===== config.mk =====
export PLATFORM = sky130hd
export DESIGN_NAME = dly_pulse_gen
export DESIGN_NICKNAME = d
export VERILOG_FILES = /design/src/rtl/dpg_pkg.sv /design/src/rtl/dpg_edge_det.sv /design/src/rtl/dpg_counter.sv /design/src/rtl/dly_pulse_gen.sv
export SDC_FILE = /design/constraint.sdc
export NUM_CORES = 1
export LEC_CHECK = 0
export ABC_AREA = 0
export CAP_MARGIN = 10
export CORE_MARGIN = 2
export CORE_UTILIZATION = 40
export CTS_CLUSTER_DIAMETER = 120
export CTS_CLUSTER_SIZE = 8
export DETAILED_ROUTE_END_ITERATION = 8
export PLACE_DENSITY = 0.67
export SYNTH_ARGS = -nofsm -noshare
export SYNTH_HDL_FRONTEND = slang
export SYNTH_HIERARCHICAL = 1
export SYNTH_SLANG_ARGS = --single-unit

===== constraint.sdc =====
create_clock -name clk -period 5.23 [get_ports clk]
set_input_delay 1.046 -clock clk [delete_from_list [all_inputs] [get_ports clk]]
set_output_delay 1.046 -clock clk [all_outputs]
set_load 0.02 [all_outputs]

===== src/rtl/dpg_pkg.sv =====
package dpg_pkg;
  localparam int ADDR_CTRL = 0;
  localparam int ADDR_DRL  = 1;
  localparam int ADDR_WRL  = 2;
  localparam int ADDR_DCNT = 3;
  localparam int ADDR_WCNT = 4;

  localparam int B_START = 0;
  localparam int B_STOP  = 1;
  localparam int B_ESEL  = 2;
  localparam int B_POL   = 4;
  localparam int B_OE    = 5;
  localparam int B_LVL   = 6;

  typedef enum logic [1:0] {
    EDGE_FALL = 2'b00,
    EDGE_RISE = 2'b01,
    EDGE_ANY  = 2'b10
  } edge_sel_e;
endpackage


===== src/rtl/dpg_edge_det.sv =====
module dpg_edge_det #(
  parameter int SYNC = 2
) (
  input  logic       clk,
  input  logic       rst,
  input  logic       din,
  input  logic [1:0] sel,
  output logic       hit
);
  localparam int SL = SYNC + 1;
  logic [SL-1:0] sh_q;
  logic          rise, fall;

  always_ff @(posedge clk) begin
    if (rst) sh_q <= '0;
    else     sh_q <= {sh_q[SL-2:0], din};
  end

  assign rise = sh_q[SL-2] & ~sh_q[SL-1];
  assign fall = ~sh_q[SL-2] & sh_q[SL-1];

  always_comb begin
    case (sel)
      2'b00:   hit = fall;
      2'b01:   hit = rise;
      default: hit = rise | fall;
    endcase
  end
endmodule


===== src/rtl/dpg_counter.sv =====
module dpg_counter #(
  parameter int CW = 16
) (
  input  logic          clk,
  input  logic          rst,
  input  logic          abort,
  input  logic          load,
  input  logic [CW-1:0] load_val,
  input  logic          tick,
  output logic [CW-1:0] cnt,
  output logic          run,
  output logic          hit,
  output logic          done
);
  assign hit = run && tick && (cnt == '0) && !abort;

  always_ff @(posedge clk) begin
    if (rst) begin
      cnt  <= '0;
      run  <= 1'b0;
      done <= 1'b0;
    end else begin
      done <= hit;
      if (abort) begin
        run <= 1'b0;
      end else if (load) begin
        cnt <= load_val;
        run <= 1'b1;
      end else if (run && tick) begin
        if (cnt == '0) run <= 1'b0;
        else           cnt <= cnt - 1'b1;
      end
    end
  end
endmodule


===== src/rtl/dly_pulse_gen.sv =====
module dly_pulse_gen
  import dpg_pkg::*;
#(
  parameter int CW   = 16,
  parameter int AW   = 3,
  parameter int SYNC = 2
) (
  input  logic          clk,
  input  logic          rst,
  input  logic          wr_en,
  input  logic [AW-1:0] wr_addr,
  input  logic [CW-1:0] wr_data,
  input  logic [AW-1:0] rd_addr,
  output logic [CW-1:0] rd_data,
  input  logic          trig_in,
  input  logic          cnt_tick,
  output logic          pulse_out,
  output logic          pulse_oe,
  output logic          irq_delay,
  output logic          irq_width
);
  localparam int NCH = 2;

  logic          en_q, pol_q, oe_q, out_q, lead_q;
  logic [1:0]    esel_q;
  logic [CW-1:0] drl_q, wrl_q, rd_q;
  logic          ctrl_wr, stop_req, start_req, trig_hit, w_start;

  logic [NCH-1:0]         ch_load, ch_tick, ch_run, ch_hit, ch_done;
  logic [NCH-1:0][CW-1:0] ch_val, ch_cnt;

  dpg_edge_det #(.SYNC(SYNC)) u_edge (
    .clk(clk), .rst(rst), .din(trig_in), .sel(esel_q), .hit(trig_hit)
  );

  assign ctrl_wr   = wr_en && (wr_addr == AW'(ADDR_CTRL));
  assign stop_req  = ctrl_wr && wr_data[B_STOP];
  assign start_req = ctrl_wr && wr_data[B_START] && wr_data[B_OE] && !en_q && !stop_req;

  assign ch_load[0] = en_q && trig_hit && !ch_run[0] && !ch_run[1];
  assign ch_load[1] = ch_hit[0];
  assign ch_val[0]  = drl_q;
  assign ch_val[1]  = wrl_q;
  assign ch_tick[0] = cnt_tick;
  assign ch_tick[1] = cnt_tick && !lead_q;
  assign w_start    = lead_q && cnt_tick && !stop_req;

  for (genvar i = 0; i < NCH; i++) begin : g_ch
    dpg_counter #(.CW(CW)) u_cnt (
      .clk(clk), .rst(rst), .abort(stop_req), .load(ch_load[i]),
      .load_val(ch_val[i]), .tick(ch_tick[i]), .cnt(ch_cnt[i]),
      .run(ch_run[i]), .hit(ch_hit[i]), .done(ch_done[i])
    );
  end

  always_ff @(posedge clk) begin
    if (rst) begin
      en_q   <= 1'b0;
      esel_q <= 2'b00;
      pol_q  <= 1'b0;
      oe_q   <= 1'b0;
      out_q  <= 1'b0;
      lead_q <= 1'b0;
      drl_q  <= '0;
      wrl_q  <= '0;
    end else begin
      if (stop_req)       en_q <= 1'b0;
      else if (start_req) en_q <= 1'b1;

      if (ctrl_wr) esel_q <= wr_data[B_ESEL +: 2];
      if (ctrl_wr && !en_q) begin
        pol_q <= wr_data[B_POL];
        oe_q  <= wr_data[B_OE];
      end

      if (wr_en && !en_q && wr_addr == AW'(ADDR_DRL)) drl_q <= wr_data;
      if (wr_en && !en_q && wr_addr == AW'(ADDR_WRL)) wrl_q <= wr_data;

      if (stop_req)       lead_q <= 1'b0;
      else if (ch_hit[0]) lead_q <= 1'b1;
      else if (w_start)   lead_q <= 1'b0;

      if (w_start)        out_q <= ~pol_q;
      else if (ch_hit[1]) out_q <= pol_q;
      else if (ctrl_wr && !en_q && !wr_data[B_OE]) out_q <= wr_data[B_LVL];
    end
  end

  always_ff @(posedge clk) begin
    if (rst) rd_q <= '0;
    else begin
      case (rd_addr)
        AW'(ADDR_CTRL): rd_q <= CW'({ch_run[1], ch_run[0], en_q, en_q, out_q,
                                    oe_q, pol_q, esel_q, 2'b00});
        AW'(ADDR_DRL):  rd_q <= drl_q;
        AW'(ADDR_WRL):  rd_q <= wrl_q;
        AW'(ADDR_DCNT): rd_q <= ch_cnt[0];
        AW'(ADDR_WCNT): rd_q <= ch_cnt[1];
        default:        rd_q <= '0;
      endcase
    end
  end

  assign rd_data   = rd_q;
  assign pulse_out = out_q;
  assign pulse_oe  = oe_q;
  assign irq_delay = ch_done[0];
  assign irq_width = ch_done[1];
endmodule


After elaboration in Yosys (flattened, before gate mapping) --
Cells that the tools add are included. Widths: inputs -> output; s select.
Storage, ports and cells: flip-flop bits (word level) 94, bits in latches 0, ROM bits 0, memories kept 0, RAM bits 0, output and inout port bits 20, input bits 27, logic and storage cells 98
Cells by class: divide/modulo/power cells 0, order comparisons 0, muxes and demuxes 19, reduce and logical (&&, ||, !) cells 45, equal/unequal tests 9, add/sub/neg operators 2, multipliers 0, bitwise logic cells 7, shifts and indexed selects 0
Operators by type and width (number):
- $mux 16 | 6
- $pmux 16 s5 | 1
- $logic_not 16->1 | 2
- $sub 16x1->16 const B | 2
- $logic_and 1x1->1 | 23
- $mux 1 | 11
- $reduce_bool 2->1 | 5
- $eq 3x2->1 const B | 3
- $eq 3x1->1 const B | 2
- $logic_not 1->1 | 6
- $logic_not 3->1 | 2
- $reduce_and 3->1 | 2
- $not 1->1 | 4
- $reduce_and 2->1 | 2
- $eq 3x3->1 const B | 1
- $reduce_bool 3->1 | 1
- $and 1x1->1 | 2
- $eq 2x1->1 const B | 1
- $logic_not 2->1 | 1
- $ne 2x1->1 const B | 1
- $ne 2x2->1 const B | 1
- $pmux 1 s2 | 1
- $reduce_or 2->1 | 1
- $or 1x1->1 | 1

Depth between registers and ports, before layout --
depth after elaboration 9, depth in mapped cells 13, mapped depth without buffers 11

By module --
Netlist, hierarchy kept.
Modules (own cells, without submodules):
- dly_pulse_gen | instances 1, cells each 263, area an instance 2536.2 µm², sequential area each 1101.1 µm²
- dpg_counter | instances 2, cells each 162, area an instance 1262.5 µm², sequential area each 360.3 µm²
- dpg_edge_det | instances 1, cells each 12, area an instance 128.9 µm², sequential area each 60.1 µm²

Worst setup path after synthesis --
No wires, ideal clock.
path kind input port to flip-flop, start point input port wr_en, end point register g_ch[1].u_cnt.cnt[6], buffers on the path 3, path slack 2.081 ns, stages on the path 11, data required time 5.101 ns, arrival 3.020 ns, library setup time 0.129 ns, cells stage by stage nor4b_4 and2_1 buf_6 buf_2 nor3_1 buf_2 a21oi_1 or2_2 a222oi_1 o41a_1 nor2_1
On the way: cells in the longest elaborated chain, start to end 6, elaborated cells on any way between the ends 9, classes of those cells 1 x eq/ne; 1 x mux; 1 x bitwise; 6 x reduce/logical
Ends and longest elaborated chain:
- start, declared | line dly_pulse_gen.sv:10 | input logic wr_en,
- $logic_and 1x1->1 (*) | line dly_pulse_gen.sv:36 | assign ctrl_wr = wr_en && (wr_addr == AW'(ADDR_CTRL));
- $logic_and 1x1->1 (*) | line dly_pulse_gen.sv:37 | assign stop_req = ctrl_wr && wr_data[B_STOP];
- named net stop_req | line dly_pulse_gen.sv:27 | logic ctrl_wr, stop_req, start_req, trig_hit, w_start;
- $logic_not 1->1 (*) | line dpg_counter.sv:15 | assign hit = run && tick && (cnt == '0) && !abort;
- $logic_and 1x1->1 (*) | line dpg_counter.sv:15
- named net ch_hit[0] | line dly_pulse_gen.sv:29 | logic [NCH-1:0] ch_load, ch_tick, ch_run, ch_hit, ch_done;
- $ne 2x2->1 (no source line) or $reduce_bool 2->1 (tied branches)
- $reduce_and 3->1 (no source line)
- end signal, assigned | line dpg_counter.sv:27 | cnt <= load_val;
- end signal, assigned | line dpg_counter.sv:31 | else cnt <= cnt - 1'b1;
- end, declared | line dpg_counter.sv:10 | output logic [CW-1:0] cnt,
The timed path passes the listed nets; every way through them passes the cells marked *. A chain may end at the register's enable or synchronous reset.

Worst setup path in the final report --
start point input port wr_addr[1], end point register g_ch[1].u_cnt.cnt[6]
On the way: cells in the longest elaborated chain, start to end 7, elaborated cells on any way between the ends 10, classes of those cells 1 x eq/ne; 1 x mux; 1 x bitwise; 7 x reduce/logical
Ends and longest elaborated chain:
- start, declared | line dly_pulse_gen.sv:11 | input logic [AW-1:0] wr_addr,
- $logic_not 3->1 (*) | line dly_pulse_gen.sv:36
- $logic_and 1x1->1 (*) | line dly_pulse_gen.sv:36
- $logic_and 1x1->1 (*) | line dly_pulse_gen.sv:37
- $logic_not 1->1 (*) | line dpg_counter.sv:15
- $logic_and 1x1->1 (*) | line dpg_counter.sv:15
- named net ch_hit[0] | line dly_pulse_gen.sv:29
- $ne 2x2->1 (no source line) or $reduce_bool 2->1 (tied branches)
- $reduce_and 3->1 (no source line)
Marked as above.

==> impl_results.md <==
- Worst path slowest cell: clkdlybuf4s50_1
- Clock power frac: 0.438
- CTS H-tree depth: 3
- Number of setup buffers added after CTS: 0
- First-pass GRT wire length: 23120 um
- Ports: 47
- Outcome: complete, no violations
- Slew Limit Headroom: 0.2229
- Die height: 117.9 um
- Static leakage: between 0.002 and 0.0025 uW
- Cell family with most CP delay: buffers and inverters
- Finished Layout Cells: 793
- Drt wl/cell: around 18 um
- WP data required: 5.43 ns
- CTS tree: done
- Routed Antenna Nets: 0
- Total gr overflow: 0
- Peak VDD IR: about 0.00016 V
- Die area: 13900 um2
- Hold_buf cts: 0
- DP Wirelength: 10220 um
- Power per cell area: roughly 250 nW/um2
- Yosys reg bits: 94
- Via Count: 4679
- Largest net degree at the start of global routing: 45
- Total number of yosys warnings: 6
- Most used cell, CP: buf_4
- Final Hold Fails: 0
- Comb power frac: 0.065
- Mean Syn Cell Area: 8.664 um2
- 1st-pass router iterations: 5
- Register area share after synthesis: 0.3626
- Fmax: between 200 and 300 MHz
- Clock Skew: 0.004848 ns
- Die X: 117.9 um
- Worst slew pin tran: 1.162 ns
- Final-stage net count: 647
- Main flop type after synthesis: dfxtp_1
- Post-Place Worst Slack: 1.263 ns
- Worst path max stage delay: 0.56 ns
- Root buffer cell: clkbuf_16
- Drt first-iter violations: 554
- Post-CTS sizing: 0
- Fraction of layout cells with a size suffix above 1: 0.1047
- Worst-path fanout max: 44
- Asr flop ratio synth: 0
- Final setup fails: 0
- Worst path cell trace: clkdlybuf4s50_1 -> nor4b_4 -> and2_1 -> buf_4 -> nor3_2 -> buf_4 -> a21oi_1 -> or2_2 -> a222oi_1 -> o41a_1 -> nor2_1
- CTS Buf Count: 9
- Leading cell type in the layout, fill and taps excluded: dfxtp_1
- Minimum clock period: between 3 and 4 ns
- Syn nets: 630
- Vias in the first global route: around 4400
- Post-synth cell types: 63
- Core footprint: 12620 um2
- Crit Path Class: in2reg
- Clk buf depth: 2
- Final worst slack: 1.573 ns
- Most frequent cells in the layout: 94 x dfxtp_1, 72 x nor2_1, 45 x a21oi_1, 45 x clkdlybuf4s50_1
- Slew Limit Fails: 0
- Hold Slack: 0.4425 ns
- P_sw: 338.2 uW
- CP Capture Type: flip-flop
- P&R area growth vs syn: 15.00%
- Initial antenna violation count: 0
- Total of max-cap violations: 0
- Clk slew on worst S/H paths: 0.06 ns
- Post-layout util: 0.4729
- Clock Sink Count: 94
- Arrival @ worst endpoint: 3.86 ns
- Cell Rows: 41
- Worst hold path type: reg2reg
- Switching Share: 0.2299
- DRT Wirelength: 14400 um
- Cell Area, Synth: 5190 um2
- Ant. Diodes: 0
- Vias/cell: between 5 and 6
- Total negative setup slack: 0 ns
- Inst Count DP: 777
- Final worst path period share: 0.6992
- Mapped Cells: between 500 and 600
- Initial Utilization: 0.4113
- Port bufs: 46
- RSZ-0062 raised after global routing: no
- Residual DRC: 0
- EDFF count, synth: 0
- Total track usage: 0.2066
- Later-pin clock latency in the skew report: approximately 0.34 ns
- RD Place Congestion: 0.8587
- Fillers: 1216
- Crit start category: input pin
- Internal power: approximately 1100 uW
- Reg power frac: 0.497
- CP bufs+invs: 3
layer usage:
| layer | up-vias | share of wire | global-route usage |
|---|---|---|---|
| li1 | 2217 | - | - |
| met1 | 2230 | 0.43 | 0.2789 |
| met2 | 205 | 0.48 | 0.3412 |
| met3 | 27 | 0.069 | 0.02810 |
| met4 | 0 | 0.021 | 0.06551 |
| met5 | - | 0 | 0 |
synth_stat cells (10+ instances only):
master,count,share of area
a22oi_1,23,0.033
nor4_1,10,0.012
clkbuf_1,17,0.012
o21a_1,10,0.014
buf_1,10,0.0072
nor2_1,72,0.052
nand3_1,16,0.015
nor3_1,13,0.013
mux2i_1,41,0.079
mux2_1,12,0.026
o21ai_0,15,0.014
nor2b_1,10,0.012
o21ai_1,12,0.012
nand2_1,41,0.030
and2_1,11,0.013
buf_2,13,0.013
dfxtp_1,94,0.36
a21oi_1,45,0.043
inv_1,13,0.0094
path summary, 6_finish.rpt:
path                          endpoint                 start  cells after the start  slack [ns]
hold reg to reg         u_edge/sh_q[1]        u_edge/sh_q[0]                      1        0.44
hold / removal          u_edge/sh_q[1]        u_edge/sh_q[0]                      1        0.44
setup reg to reg  g_ch[1].u_cnt/cnt[6]  g_ch[0].u_cnt/cnt[0]                     12        1.74
setup / recovery  g_ch[1].u_cnt/cnt[6]            wr_addr[1]                     11        1.57
metrics by stage:
step	total power [uW]	cell area [um2]
2_1_floorplan	797.5	5190
3_3_place_gp	839.1	5684
3_5_place_dp	840.9	5684
4_1_cts	1482	5968
5_1_grt	1518	5968
6_report	1471	5968
cell type report:
cell class | instances | area [um2] | area share
multi-input cells | 444 | 3023 | 0.5065
flip-flops and latches | 94 | 1882 | 0.3153
repair buffers | 54 | 515.5 | 0.08637
clock buffers | 12 | 236.5 | 0.03962
well taps | 172 | 215.2 | 0.03606
inverters | 13 | 48.80 | 0.008176
clock inverters | 4 | 47.55 | 0.007966
sequential cells by signal (all words and copies together) (netlist names):
name,cells
g_ch.u_cnt/cnt,32
drl_q,16
rd_data,16
wrl_q,16
u_edge/sh_q,3
esel_q,2
g_ch.u_cnt/done,2
g_ch.u_cnt/run,2
en_q,1
lead_q,1
pol_q,1
pulse_oe,1
pulse_out,1
power groups by stage:
stage / combinational, uW / clock, uW / sequential (uW)
after floorplan: 52.6 / 0 / 745
after global placement: 92.4 / 0 / 747
final: 95.7 / 645 / 731
after CTS: 94.6 / 657 / 731
after global routing: 102 / 684 / 731
after detailed placement: 94.0 / 0 / 747
cell families after synthesis:
kind of cell,Yosys count,share of synthesized area
AOI/OAI and AO/OA,160,0.2061
adders and majority gates,4,0.009644
muxes,57,0.1138
and+or+nand+nor,223,0.2490
DFF,94,0.3626
buffers and inverters,61,0.05882
(Power assumes the default switching activity.)
